[src/rtl/irq_nest_pkg.sv]
`timescale 1ns/1ps
package irq_nest_pkg;
  localparam int IDX_W        = 5;
  localparam int EXC_NMI      = 2;
  localparam int EXC_IRQ_BASE = 16;

  localparam int ADDR_EN_SET   = 0;
  localparam int ADDR_EN_CLR   = 1;
  localparam int ADDR_PEND_SET = 2;
  localparam int ADDR_PEND_CLR = 3;
  localparam int ADDR_ACTIVE   = 4;
  localparam int ADDR_PRIO     = 8;

  typedef struct packed {
    logic             ackIrq;
    logic [IDX_W-1:0] ackIdx;
    logic             ackNmi;
    logic             retIrq;
    logic [IDX_W-1:0] retIdx;
  } dpStrobe_t;
endpackage

[src/rtl/irq_nest_arb.sv]
`timescale 1ns/1ps
module irq_nest_arb
  import irq_nest_pkg::*;
#(
  parameter int NUM_IRQ   = 32,
  parameter int PRIO_BITS = 2
) (
  input  logic [NUM_IRQ-1:0]                req,
  input  logic [NUM_IRQ-1:0][PRIO_BITS-1:0] prio,
  output logic                              winValid,
  output logic [IDX_W-1:0]                  winIdx,
  output logic [PRIO_BITS-1:0]              winPrio
);
  // Ascending scan with a strict compare: an equal value never displaces
  // an earlier (lower-index) winner.
  always_comb begin
    winValid = 1'b0;
    winIdx   = '0;
    winPrio  = '0;
    for (int i = 0; i < NUM_IRQ; i++) begin
      if (req[i] && (!winValid || prio[i] < winPrio)) begin
        winValid = 1'b1;
        winIdx   = IDX_W'(i);
        winPrio  = prio[i];
      end
    end
  end
endmodule

[src/rtl/irq_nest_dp.sv]
`timescale 1ns/1ps
module irq_nest_dp
  import irq_nest_pkg::*;
#(
  parameter int NUM_IRQ   = 32,
  parameter int PRIO_BITS = 2,
  parameter int ADDR_W    = 4
) (
  input  logic                 clk,
  input  logic                 rstN,
  input  logic [NUM_IRQ-1:0]   irqIn,
  input  logic                 nmiIn,
  input  logic                 wrEn,
  input  logic [ADDR_W-1:0]    addr,
  input  logic [31:0]          wrData,
  output logic [31:0]          rdData,
  input  dpStrobe_t            strb,
  output logic                 bestValid,
  output logic [IDX_W-1:0]     bestIdx,
  output logic [PRIO_BITS-1:0] bestPrio,
  output logic                 nmiPend
);
  logic [NUM_IRQ-1:0]                enReg, pendReg, actReg;
  logic [NUM_IRQ-1:0][PRIO_BITS-1:0] prioArr;

  logic wrEnSet, wrEnClr, wrPendSet, wrPendClr;
  assign wrEnSet   = wrEn && addr == ADDR_W'(ADDR_EN_SET);
  assign wrEnClr   = wrEn && addr == ADDR_W'(ADDR_EN_CLR);
  assign wrPendSet = wrEn && addr == ADDR_W'(ADDR_PEND_SET);
  assign wrPendClr = wrEn && addr == ADDR_W'(ADDR_PEND_CLR);

  for (genvar i = 0; i < NUM_IRQ; i++) begin : g_line
    logic                 pendQ, enQ, actQ, pendNxt;
    logic [PRIO_BITS-1:0] prioQ;
    logic                 ackHit, retHit, prioHit;

    assign ackHit  = strb.ackIrq && strb.ackIdx == IDX_W'(i);
    assign retHit  = strb.retIrq && strb.retIdx == IDX_W'(i);
    assign prioHit = wrEn && addr == ADDR_W'(ADDR_PRIO + i / 4);

    // Sets first, clears last: a clear wins in its own cycle.
    always_comb begin
      pendNxt = pendQ;
      if (irqIn[i] && enQ)      pendNxt = 1'b1;
      if (wrPendSet && wrData[i]) pendNxt = 1'b1;
      if (wrPendClr && wrData[i]) pendNxt = 1'b0;
      if (ackHit)               pendNxt = 1'b0;
    end

    always_ff @(posedge clk or negedge rstN) begin
      if (!rstN) begin
        pendQ <= 1'b0;
        enQ   <= 1'b0;
        actQ  <= 1'b0;
        prioQ <= '0;
      end else begin
        pendQ <= pendNxt;
        if (wrEnSet && wrData[i])      enQ <= 1'b1;
        else if (wrEnClr && wrData[i]) enQ <= 1'b0;
        if (ackHit)      actQ <= 1'b1;
        else if (retHit) actQ <= 1'b0;
        if (prioHit) prioQ <= wrData[(i % 4) * 8 + 7 -: PRIO_BITS];
      end
    end

    assign pendReg[i] = pendQ;
    assign enReg[i]   = enQ;
    assign actReg[i]  = actQ;
    assign prioArr[i] = prioQ;
  end

  logic nmiPendQ;
  always_ff @(posedge clk or negedge rstN) begin
    if (!rstN)            nmiPendQ <= 1'b0;
    else if (strb.ackNmi) nmiPendQ <= 1'b0;
    else if (nmiIn)       nmiPendQ <= 1'b1;
  end
  assign nmiPend = nmiPendQ;

  irq_nest_arb #(.NUM_IRQ(NUM_IRQ), .PRIO_BITS(PRIO_BITS)) u_arb (
    .req      (pendReg & enReg),
    .prio     (prioArr),
    .winValid (bestValid),
    .winIdx   (bestIdx),
    .winPrio  (bestPrio)
  );

  always_comb begin
    rdData = '0;
    if (addr == ADDR_W'(ADDR_EN_SET) || addr == ADDR_W'(ADDR_EN_CLR))
      rdData[NUM_IRQ-1:0] = enReg;
    else if (addr == ADDR_W'(ADDR_PEND_SET) || addr == ADDR_W'(ADDR_PEND_CLR))
      rdData[NUM_IRQ-1:0] = pendReg;
    else if (addr == ADDR_W'(ADDR_ACTIVE))
      rdData[NUM_IRQ-1:0] = actReg;
    else begin
      for (int i = 0; i < NUM_IRQ; i++) begin
        if (addr == ADDR_W'(ADDR_PRIO + i / 4))
          rdData[(i % 4) * 8 + 7 -: PRIO_BITS] = prioArr[i];
      end
    end
  end
endmodule

[src/rtl/irq_nest_ctl.sv]
`timescale 1ns/1ps
module irq_nest_ctl
  import irq_nest_pkg::*;
#(
  parameter int NUM_IRQ   = 32,
  parameter int PRIO_BITS = 2,
  parameter int EXC_W     = 6
) (
  input  logic                 clk,
  input  logic                 rstN,
  input  logic                 bestValid,
  input  logic [IDX_W-1:0]     bestIdx,
  input  logic [PRIO_BITS-1:0] bestPrio,
  input  logic                 nmiPend,
  input  logic                 ack,
  input  logic                 excReturn,
  output dpStrobe_t            strb,
  output logic                 reqValid,
  output logic [EXC_W-1:0]     reqExcNum,
  output logic [PRIO_BITS:0]   runLevel
);
  localparam int LVL_W = PRIO_BITS + 1;
  localparam int DEPTH = (1 << PRIO_BITS) + 1;
  localparam int SP_W  = $clog2(DEPTH + 1);
  localparam logic [LVL_W-1:0] IDLE = '1;

  logic [LVL_W-1:0] stkLvl [DEPTH];
  logic             stkNmi [DEPTH];
  logic [IDX_W-1:0] stkIdx [DEPTH];
  logic [SP_W-1:0]  sp, topIdx;

  logic             candValid, accept, pop;
  logic [LVL_W-1:0] candLvl;

  assign topIdx   = sp - 1'b1;
  assign runLevel = (sp == '0) ? IDLE : stkLvl[topIdx];

  assign candValid = nmiPend || bestValid;
  assign candLvl   = nmiPend ? '0 : LVL_W'(bestPrio) + 1'b1;
  assign reqValid  = candValid && candLvl < runLevel;
  assign reqExcNum = nmiPend ? EXC_W'(EXC_NMI)
                             : EXC_W'(EXC_IRQ_BASE) + EXC_W'(bestIdx);

  assign accept = ack && reqValid;
  assign pop    = excReturn && !accept && sp != '0;

  always_comb begin
    strb.ackIrq = accept && !nmiPend;
    strb.ackNmi = accept && nmiPend;
    strb.ackIdx = bestIdx;
    strb.retIrq = pop && !stkNmi[topIdx];
    strb.retIdx = stkIdx[topIdx];
  end

  always_ff @(posedge clk or negedge rstN) begin
    if (!rstN) begin
      sp <= '0;
      for (int i = 0; i < DEPTH; i++) begin
        stkLvl[i] <= IDLE;
        stkNmi[i] <= 1'b0;
        stkIdx[i] <= '0;
      end
    end else if (accept) begin
      stkLvl[sp] <= candLvl;
      stkNmi[sp] <= nmiPend;
      stkIdx[sp] <= bestIdx;
      sp         <= sp + 1'b1;
    end else if (pop) begin
      sp <= topIdx;
    end
  end
endmodule

[src/rtl/irq_nest_ctrl.sv]
`timescale 1ns/1ps
module irq_nest_ctrl
  import irq_nest_pkg::*;
#(
  parameter int  NUM_IRQ   = 32,
  parameter int  PRIO_BITS = 2,
  localparam int ADDR_W    = $clog2(ADDR_PRIO + (NUM_IRQ + 3) / 4),
  localparam int EXC_W     = $clog2(EXC_IRQ_BASE + NUM_IRQ)
) (
  input  logic                 clk,
  input  logic                 rstN,
  input  logic [NUM_IRQ-1:0]   irqIn,
  input  logic                 nmiIn,
  input  logic                 regWrEn,
  input  logic [ADDR_W-1:0]    regAddr,
  input  logic [31:0]          regWrData,
  output logic [31:0]          regRdData,
  output logic                 reqValid,
  output logic [EXC_W-1:0]     reqExcNum,
  input  logic                 ack,
  input  logic                 excReturn,
  output logic [PRIO_BITS:0]   runLevel
);
  dpStrobe_t            strb;
  logic                 bestValid, nmiPend;
  logic [IDX_W-1:0]     bestIdx;
  logic [PRIO_BITS-1:0] bestPrio;

  irq_nest_dp #(.NUM_IRQ(NUM_IRQ), .PRIO_BITS(PRIO_BITS), .ADDR_W(ADDR_W)) u_dp (
    .clk, .rstN, .irqIn, .nmiIn,
    .wrEn(regWrEn), .addr(regAddr), .wrData(regWrData), .rdData(regRdData),
    .strb, .bestValid, .bestIdx, .bestPrio, .nmiPend
  );

  irq_nest_ctl #(.NUM_IRQ(NUM_IRQ), .PRIO_BITS(PRIO_BITS), .EXC_W(EXC_W)) u_ctl (
    .clk, .rstN, .bestValid, .bestIdx, .bestPrio, .nmiPend,
    .ack, .excReturn, .strb, .reqValid, .reqExcNum, .runLevel
  );
endmodule

[config.mk]
export PLATFORM = sky130hd
export DESIGN_NAME = irq_nest_ctrl
export DESIGN_NICKNAME = d
export VERILOG_FILES = /design/src/rtl/irq_nest_pkg.sv /design/src/rtl/irq_nest_arb.sv /design/src/rtl/irq_nest_dp.sv /design/src/rtl/irq_nest_ctl.sv /design/src/rtl/irq_nest_ctrl.sv
export SDC_FILE = /design/constraint.sdc
export NUM_CORES = 1
export LEC_CHECK = 0
export ABC_AREA = 1
export BUFFER_PORTS_ARGS = -buffer_cell sky130_fd_sc_hd__buf_2
export CORE_ASPECT_RATIO = 2
export CORE_UTILIZATION = 30
export DETAILED_ROUTE_END_ITERATION = 8
export GPL_ROUTABILITY_DRIVEN = 0
export PLACE_DENSITY_LB_ADDON = 0.05
export SKIP_LAST_GASP = 1
export SLEW_MARGIN = 5
export SYNTH_ARGS = -nofsm -noshare
export SYNTH_HDL_FRONTEND = slang
export SYNTH_SLANG_ARGS = --single-unit
[constraint.sdc]
create_clock -name clk -period 46.6 [get_ports clk]
set_input_delay 9.32 -clock clk [delete_from_list [all_inputs] [get_ports clk]]
set_output_delay 9.32 -clock clk [all_outputs]
set_load 0.03 [all_outputs]
; ---- Yosys cells after proc, flatten, opt, wreduce, memory -nomap -nowiden
; Index checks and enable logic that the tools add are counted.
[word_totals]
reg_bits = 209
inputBits = 74
output_inout_bits = 42
word_cells = 1125
[op_classes]
n_addsub = 4
order_cmp = 35
eq_ne = 74
mux = 418
bitwise_logic = 3
reduce_logical = 446
[op_table]
columns = op, n
row1 = two-way mux 1 bit, 294
row2 = logical AND 1 bit, 275
row3 = two-way mux 5 bit, 33
row4 = "== test 5 bit, second input constant", 32
row5 = two-way mux 2 bit, 68
row6 = nonzero test 2 bit, 66
row7 = nonzero test 4 bit, 32
row8 = "== test 5 x 4 -> 1 bit, second input constant", 16
row9 = two-way mux 32 bit, 2
row10 = less-than comparator 2 bit, 31
row11 = "== test 5 x 3 -> 1 bit, second input constant", 8
row12 = zero test 1 bit, 34
row13 = logical OR 1 bit, 34
row14 = AND 32 bit, 1
row15 = "== test 4 bit, second input constant", 8
row16 = two-way mux 6 bit, 5
row17 = bitwise mux 25 bit, 1
row18 = two-way mux 3 bit, 7
row19 = "== test 5 x 2 -> 1 bit, second input constant", 4
row20 = binary-select mux 5 bit (select 3 bit), 1
row21 = bitwise mux 15 bit, 1
row22 = demux 5 bit (select 3 bit), 1
row23 = "== test 5 x 1 -> 1 bit, second input constant", 2
row24 = zero test 5 bit, 2
row25 = 19 further kinds, 22

; ---- Depth between registers and ports, before layout
; Gate-level depths: netlist of the first run.
[depth]
ltp_word = 138
mapped_depth = 207
ltp_nobuf = 206

; ---- Cells and area by module
; Synthesis of the first run repeated with hierarchy kept, for this count alone.
[unflattened]
cells_unflattened = 1981
area_unflattened_um2 = 13331.5
[by_module_without_submodules]
columns = module, instances, cells_each, area_each_um2, seq_area_each_um2
row1 = irq_nest_dp, 1, 1064, 7991.4, 4028.9
row2 = irq_nest_arb, 1, 612, 2688.8, 0.0
row3 = irq_nest_ctl, 1, 305, 2651.3, 1219.9

; ---- Worst setup path before layout of the first run
; Ideal clock, no wire load.
[synth_timing]
path_kind = reg2out
startpoint = register u_dp.g_line[0].enQ
endpoint = output port reqValid
arrival_ns = 15.763
required_time_ns = 37.280
slack_ns = 21.517
stages_incl_launch_ff = 198
n_path_buf = 0
path_cell_list = dfrtp_1 nand2_1 inv_2 nand2_1 ha_1 nand2_1 nand2_1 nand2_2 nand2_2 o21ai_0 ha_1 nand2_1 nand2_1 nand2_2 nand2_2 o21ai_0 ha_1 nand2_1 [... 162 more ...] nor2_1 nand2_1 nand2_2 nand2_2 o21ai_0 ha_1 nand2_1 nand2_1 nand2_2 nand2_2 nor2_1 a21oi_1 ha_1 nand2_1 inv_1 ha_1 a211oi_1 a21boi_4
[synth_via]
elab_chain_cells = 130
word_cells_on_any_way = 194
classes_between = 1 x add/sub / 32 x order compare / 65 x mux / 1 x bitwise / 95 x reduce/logical
[synth_lines]
columns = element, line
row1 = from (decl), irq_nest_dp.sv:33  ; logic pendQ, enQ, actQ, pendNxt;
row2 = from (signal assigned), irq_nest_dp.sv:53  ; enQ <= 1'b0;
row3 = from (signal assigned), irq_nest_dp.sv:58  ; if (wrEnSet && wrData[i]) enQ <= 1'b1;
row4 = from (signal assigned), irq_nest_dp.sv:59  ; else if (wrEnClr && wrData[i]) enQ <= 1'b0;
row5 = AND 32 bit *, irq_nest_dp.sv:81  ; .req (pendReg & enReg),
row6 = two-way mux 2 bit or two-way mux 1 bit (tied branches), irq_nest_arb.sv:21  ; if (req[i] && (!winValid || prio[i] < winPrio)) begin
row7 = less-than comparator 2 bit or zero test 1 bit (tied branches), irq_nest_arb.sv:21
row8 = logical OR 1 bit, irq_nest_arb.sv:21
row9 = logical AND 1 bit, irq_nest_arb.sv:21
row10 = two-way mux 2 bit or two-way mux 1 bit (tied branches), irq_nest_arb.sv:21
row11 = less-than comparator 2 bit or zero test 1 bit (tied branches), irq_nest_arb.sv:21
row12 = logical OR 1 bit, irq_nest_arb.sv:21
row13 = [... 115 more ...], n/a
row14 = logical OR 1 bit, irq_nest_arb.sv:21
row15 = logical AND 1 bit, irq_nest_arb.sv:21
row16 = two-way mux 2 bit *, irq_nest_arb.sv:21
row17 = adder 2 x 1 -> 3 bit *, irq_nest_ctl.sv:39  ; assign candLvl = nmiPend ? '0 : LVL_W'(bestPrio) + 1'b1;
row18 = two-way mux 3 bit *, irq_nest_ctl.sv:39
row19 = named net u_ctl.candLvl[2], irq_nest_ctl.sv:33  ; logic [LVL_W-1:0] candLvl;
row20 = less-than comparator 3 bit *, irq_nest_ctl.sv:40  ; assign reqValid = candValid && candLvl < runLevel;
row21 = logical AND 1 bit *, irq_nest_ctl.sv:40
row22 = to (decl), irq_nest_ctrl.sv:18  ; output logic reqValid,
; The timed path passes the listed nets; every way through them passes the cells marked *.

; ---- Worst setup path in the final report of the first run
; Ends and elaborated chain as after synthesis.

==> impl_metrics.json, run 1 <==
{
  "drv_cap": 0,
  "pin_count": 116,
  "ys_warn_count": 0,
  "tns_ns": 0,
  "final_nets": 2184,
  "fin_crit_ns": 28.71,
  "worstSkewPairLatency_ns": 0.55,
  "critical_path.max_stage_delay_ns": 0.44,
  "stdcell_count": 2670,
  "cts_tree": "done",
  "cpMostUsedCell": "nand2_1",
  "routed-via-count": 13600,
  "grt_pass1_vias": 13600,
  "worst-endpoint-arrival_ns": 19.39,
  "drtAntennaViolNets": 0,
  "grt_setup_unrepaired": "false",
  "finalInstanceArea_mm2": 0.0152,
  "critPathSlowestCell": "a21boi_4",
  "synth_area_leaders": "dfrtp_1 (36%), nand2_1 (20%), o21ai_0 (7.3%), inv_1 (6.6%), nand3_1 (5.0%)",
  "syn_to_final_growth_pct": 13.2,
  "ys_async_sr_fraction_pct": 100,
  "cts_sinks": 209,
  "viasPerCell": 5.08,
  "synth_sequential_area_ratio_pct": 39.1,
  "grt_remaining_overflow": 0,
  "cts_setup_buffers": 0,
  "wirelength_um": 56100,
  "clock_path_buffers": 3,
  "crit_buf_inv": 3,
  "syn_avg_cell_area_um2": 6.67,
  "final.fill_count": 4967,
  "grt_max_degree": 72,
  "cts-root-buf": "clkbuf_16",
  "dp.cells": 2629,
  "period_share_pct": 61.6,
  "synth.top_cell.area_share_pct": 36.2,
  "syn-num-nets": 2097,
  "cts_buffers": 23,
  "final_max_slew_viol_count": 0,
  "max_freq_mhz": 34.8,
  "postPlaceCellArea_mm2": 0.0144,
  "grt_antenna_before_repair": 2,
  "cts_resized": 0,
  "wl_per_cell_um": 21.0,
  "cts.clk_slew.worst_paths_ns": 0.06,
  "yosysTopAreaCell": "dfrtp_1",
  "path_max_fanout": 8,
  "finalClockSkew_ns": 0.0208,
  "design.core.area_mm2": 0.0442,
  "ys_types": 48,
  "setup_viol": 0,
  "die_h_um": 301,
  "critPathTopFamily": "simple AND/OR/NAND/NOR gates",
  "required_ns": 37.28,
  "dr.pass1.iters": 5,
  "end_kind": "primary output",
  "post-dp-hpwl_um": 43200,
  "holdBufCountCts": 0,
  "die_area_mm2": 0.0457,
  "grtUsageMet1_pct": 26.6,
  "start_util_pct": 30.4,
  "ys_ff_latch": 209,
  "fp.dieW_um": 152,
  "diodes": 0,
  "met2_usage_pct": 46.3,
  "htreeDepth": 1,
  "netlist_area_mm2": 0.0134,
  "grt.total_usage_pct": 25.1,
  "busiest_layer": "met2",
  "ys.flop_type": "dfrtp_1",
  "synth_edf_count": 0,
  "use_met3_pct": 2.39,
  "port_buffers": 115,
  "worst_pin_slew_ns": 1.14,
  "slew_headroom_pct": 23.5,
  "drtIter0Drc": 832,
  "min_path_type": "reg -> reg",
  "rows": 109,
  "synth_cells": 2012,
  "worstSetupPathType": "reg -> out",
  "outcome": "finished, final reports clean",
  "startpoint_type": "flop",
  "drive_gt1_share_pct": 12.3,
  "drc_errors": 0,
  "grt_pass1_wl_um": 83700,
  "final_util_pct": 34.4,
  "hold_violations": 0
}
## cells in the final DEF, fill, tap and decap left out, types with 2 or more instances in the layout
cell	netlist	layout
nand2_2	58	58
o21ai_1	29	29
clkbuf_16	0	23
nor3_1	3	3
nor2_1	145	142
xor2_1	2	2
nand4_1	43	43
inv_2	3	3
nand2_1	727	727
nor2_2	3	6
a221oi_1	10	10
ha_1	11	11
clkinv_2	0	5
dfstp_2	15	15
a221o_1	6	6
clkbuf_8	0	6
nand3_2	2	2
o22ai_1	23	23
inv_1	237	237
buf_2	2	114
clkbuf_1	37	3
dfrtp_1	194	194
nand3_4	3	3
o211ai_1	7	7
nand3_1	134	134
bufinv_16	0	3
nor3_4	2	2
a21oi_1	68	68
buf_4	15	16
a21boi_0	5	5
o21ai_0	197	197
## worst min-delay path, cell delays in order, from the launching register on
cell	delay [ns]
dfstp_2	0.37
nand2_1	0.05
nand2_1	0.05
## path summary, 6_finish.rpt
path                                     from               endpoint  slack (ns)  cells after the start
setup / recovery           u_dp.g_line[0].enQ               reqValid       17.89                    197
hold / removal                u_ctl.stkLvl[8]        u_ctl.stkLvl[8]        0.47                      2
setup reg to reg           u_dp.g_line[0].enQ  u_dp.g_line[31].pendQ       27.18                    202
hold reg to reg               u_ctl.stkLvl[8]        u_ctl.stkLvl[8]        0.47                      2
max in group asynchronous                rstN     u_dp.g_line[2].enQ       36.44                      2
min in group asynchronous                rstN       u_ctl.stkIdx[24]        8.77                      1
## layout make-up
class	instances	area [um2]	share of cell area, %
tap	555	694	4.57
sequential	209	5250	34.5
clock inverter	9	124	0.814
clock buffer	32	669	4.40
multi-input combinational	1493	6860	45.1
inverter	241	905	5.95
timing repair buffer	131	706	4.64
## per-stage QoR
stage,setup slack (ns),hold WS [ns]
final,17.89,0.470
after detailed placement,18.62,0.458
after global routing,15.23,0.484
after CTS,17.95,0.470
after global placement,18.97,0.458
after floorplan,21.52,0.442
## flip-flops by register name, indices dropped and copies added (netlist names), 3 cells and up
name and cells:
u_dp.g_line.prioQ 64, u_dp.g_line.actQ 32, u_dp.g_line.enQ 32, u_dp.g_line.pendQ 32, u_ctl.stkIdx 25, u_ctl.stkLvl 15
u_ctl.stkNmi 5, u_ctl.sp 3
## cell families (layout without fill, tap and decap cells)
group / count (synthesis) / count (layout) / share of synthesized area [%]
fa+ha+maj: 11 / 11 / 1.02
xor+xnor: 3 / 3 / 0.196
simple gates: 1125 / 1125 / 35.4
compound gates: 354 / 354 / 14.5
flops: 209 / 209 / 39.1
buf+inv: 310 / 413 / 9.88
## cell usage after synthesis (all sizes together), types with 2 or more instances
library cell / instances
nand3: 139
nor3: 5
a221o: 6
nor2: 148
dfrtp: 194
ha: 11
xor2: 2
clkbuf: 40
o211ai: 7
nand2: 785
inv: 240
a21boi: 6
o22ai: 23
dfstp: 15
buf: 26
nand4: 43
dlygate4sd3: 2
o21ai: 226
a21oi: 68
a221oi: 10
## routing by layer
metal	vias to the layer above	share of wire, %
li1	6642	-
met1	6458	36
met2	328	53
met3	134	3.6
met4	4	7.2
met5	-	0.041
Power of run 1 is not shown: default switching activity piles up to over one toggle a cycle in this logic, so the estimate is an artifact.
==> run 2: changes to the inputs <==
==> constraint.sdc (replaced) <==
create_clock -name clk -period 24.3 [get_ports clk]
set_input_delay 4.86 -clock clk [delete_from_list [all_inputs] [get_ports clk]]
set_output_delay 4.86 -clock clk [all_outputs]
set_load 0.03 [all_outputs]
==> run 2 against run 1 <==
  * Wire length is 2.7% higher
  * Hold slack hardly changed
  * Clock skew is 0.0062 ns lower
  * Global-route usage hardly changed
  * First-iteration DRC count is 8.5% lower
  * Core utilization is 2.5 points higher
  * Highest routed layer unchanged
==> impl_metrics.json, run 2 (synthesized netlist as in run 1, its figures left out) <==
{
  "routed-wl-met3_um": 2080,
  "rows": 109,
  "drtIter0Drc": 761,
  "critPathSlowestCell": "dfrtp_1",
  "slew_headroom_pct": 28.2,
  "tns_ns": 0,
  "design.core.area_mm2": 0.0442,
  "finalClockSkew_ns": 0.0146,
  "wl_met1_um": 20800,
  "regMostFlops": "u_dp.g_line.prioQ",
  "worstSetupPathType": "reg -> out",
  "end_kind": "primary output",
  "routed-wl-met2_um": 31100,
  "hold_violations": 0,
  "worst_pin_slew_ns": 1.07,
  "drtAntennaViolNets": 0,
  "cts_tree": "done",
  "fp.dieW_um": 152,
  "post-dp-hpwl_um": 43200,
  "grt_remaining_overflow": 0,
  "cts-root-buf": "clkbuf_16",
  "period_share_pct": 95.2,
  "required_ns": 19.44,
  "setup_viol": 0,
  "drv_cap": 0,
  "viasPerCell": 5.12,
  "outcome": "finished, final reports clean",
  "top_layer": "met5",
  "final_cell_mix": "nand2_1 (616), inv_1 (235), o21ai_0 (194), dfrtp_1 (194), nand2_2 (133)",
  "startpoint_type": "flop",
  "min_path_type": "reg -> reg",
  "port_buffers": 115,
  "grt_antenna_before_repair": 2,
  "worst-endpoint-arrival_ns": 18.28,
  "final_max_slew_viol_count": 0,
  "final_nets": 2237,
  "final_common_cell": "nand2_1",
  "final.fill_count": 4875,
  "critical_path.max_stage_delay_ns": 0.41,
  "drc_errors": 0,
  "grt.total_usage_pct": 25.1,
  "wl_per_cell_um": 21.2,
  "diodes": 0,
  "routed-via-count": 13900,
  "fin_crit_ns": 23.14,
  "path_max_fanout": 8,
  "cts.clk_slew.worst_paths_ns": 0.07,
  "clock_path_buffers": 3,
  "max_freq_mhz": 43.2,
  "worstSkewPairLatency_ns": 0.55,
  "grt_max_degree": 76,
  "pin_count": 116,
  "cts_sinks": 209,
  "die_h_um": 301,
  "syn_to_final_growth_pct": 21.4,
  "die_area_mm2": 0.0457,
  "dr.pass1.iters": 7,
  "drive_gt1_share_pct": 21.3,
  "largest_register_ffs": 64,
  "holdBufCountCts": 0,
  "cts_buffers": 23,
  "start_util_pct": 30.4,
  "grt_pass1_vias": 13600,
  "htreeDepth": 1,
  "critPathTopFamily": "simple AND/OR/NAND/NOR gates",
  "grt_pass1_wl_um": 83500,
  "crit_buf_inv": 3,
  "wirelength_um": 57600,
  "cpMostUsedCell": "nand2_2"
}
## run 2: worst min-delay path, stage by stage (launching register included)
cell,delay (ns)
dfstp_2,0.37
nand2_1,0.05
nand2_1,0.05
## run 2: final cells by class
cell class | count | area [um2] | area share [%]
Clock buffer | 32 | 659 | 4.04
Clock inverter | 10 | 161 | 0.990
Inverter | 241 | 907 | 5.56
Multi-Input combinational cell | 1493 | 7520 | 46.1
Sequential cell | 209 | 5250 | 32.2
Tap cell | 555 | 694 | 4.26
Timing Repair Buffer | 184 | 1110 | 6.81
## run 2: through the flow
stage | setup slack [ns] | std cells | util (%) | cell area (um2) | hold slack [ns]
2_1_floorplan | 3.68 | 2012 | - | 13400 | 0.442
3_3_place_gp | 1.13 | 2629 | 32.6 | 14400 | 0.458
3_5_place_dp | 0.718 | 2629 | 32.6 | 14400 | 0.458
4_1_cts | 0.0766 | 2671 | 34.5 | 15200 | 0.470
5_1_grt | -0.507 | 2724 | 36.9 | 16300 | 0.483
6_report | 1.16 | 2724 | 36.9 | 16300 | 0.470
## run 2: repair_timing
item                       in CTS  in global routing
setup endpoints to repair       0                  7
gates resized for setup         0                196
setup buffers                   0                 53
## run 2: routing by layer
layer / global-route usage [%] / up-vias
met2: 47.3 / 347
met3: 2.25 / 132
met1: 26.6 / 6722
li1: - / 6742
met4: 14.1 / 4
met5: 0 / -
## run 2: final timing paths
| check | slack (ns) | depth (start not counted) | end | start |
|---|---|---|---|---|
| max in group asynchronous | 18.57 | 2 | u_dp.g_line[1].prioQ[1] | rstN |
| min in group asynchronous | 4.31 | 1 | u_dp.g_line[30].enQ | rstN |
| max reg2reg | 5.55 | 205 | u_dp.g_line[31].pendQ | u_dp.g_line[0].enQ |
| min reg2reg | 0.47 | 2 | u_ctl.stkLvl[8] | u_ctl.stkLvl[8] |
| min | 0.47 | 2 | u_ctl.stkLvl[8] | u_ctl.stkLvl[8] |
| max | 1.16 | 199 | reqValid | u_dp.g_line[0].enQ |
Power of run 2 is left out for the same reason.
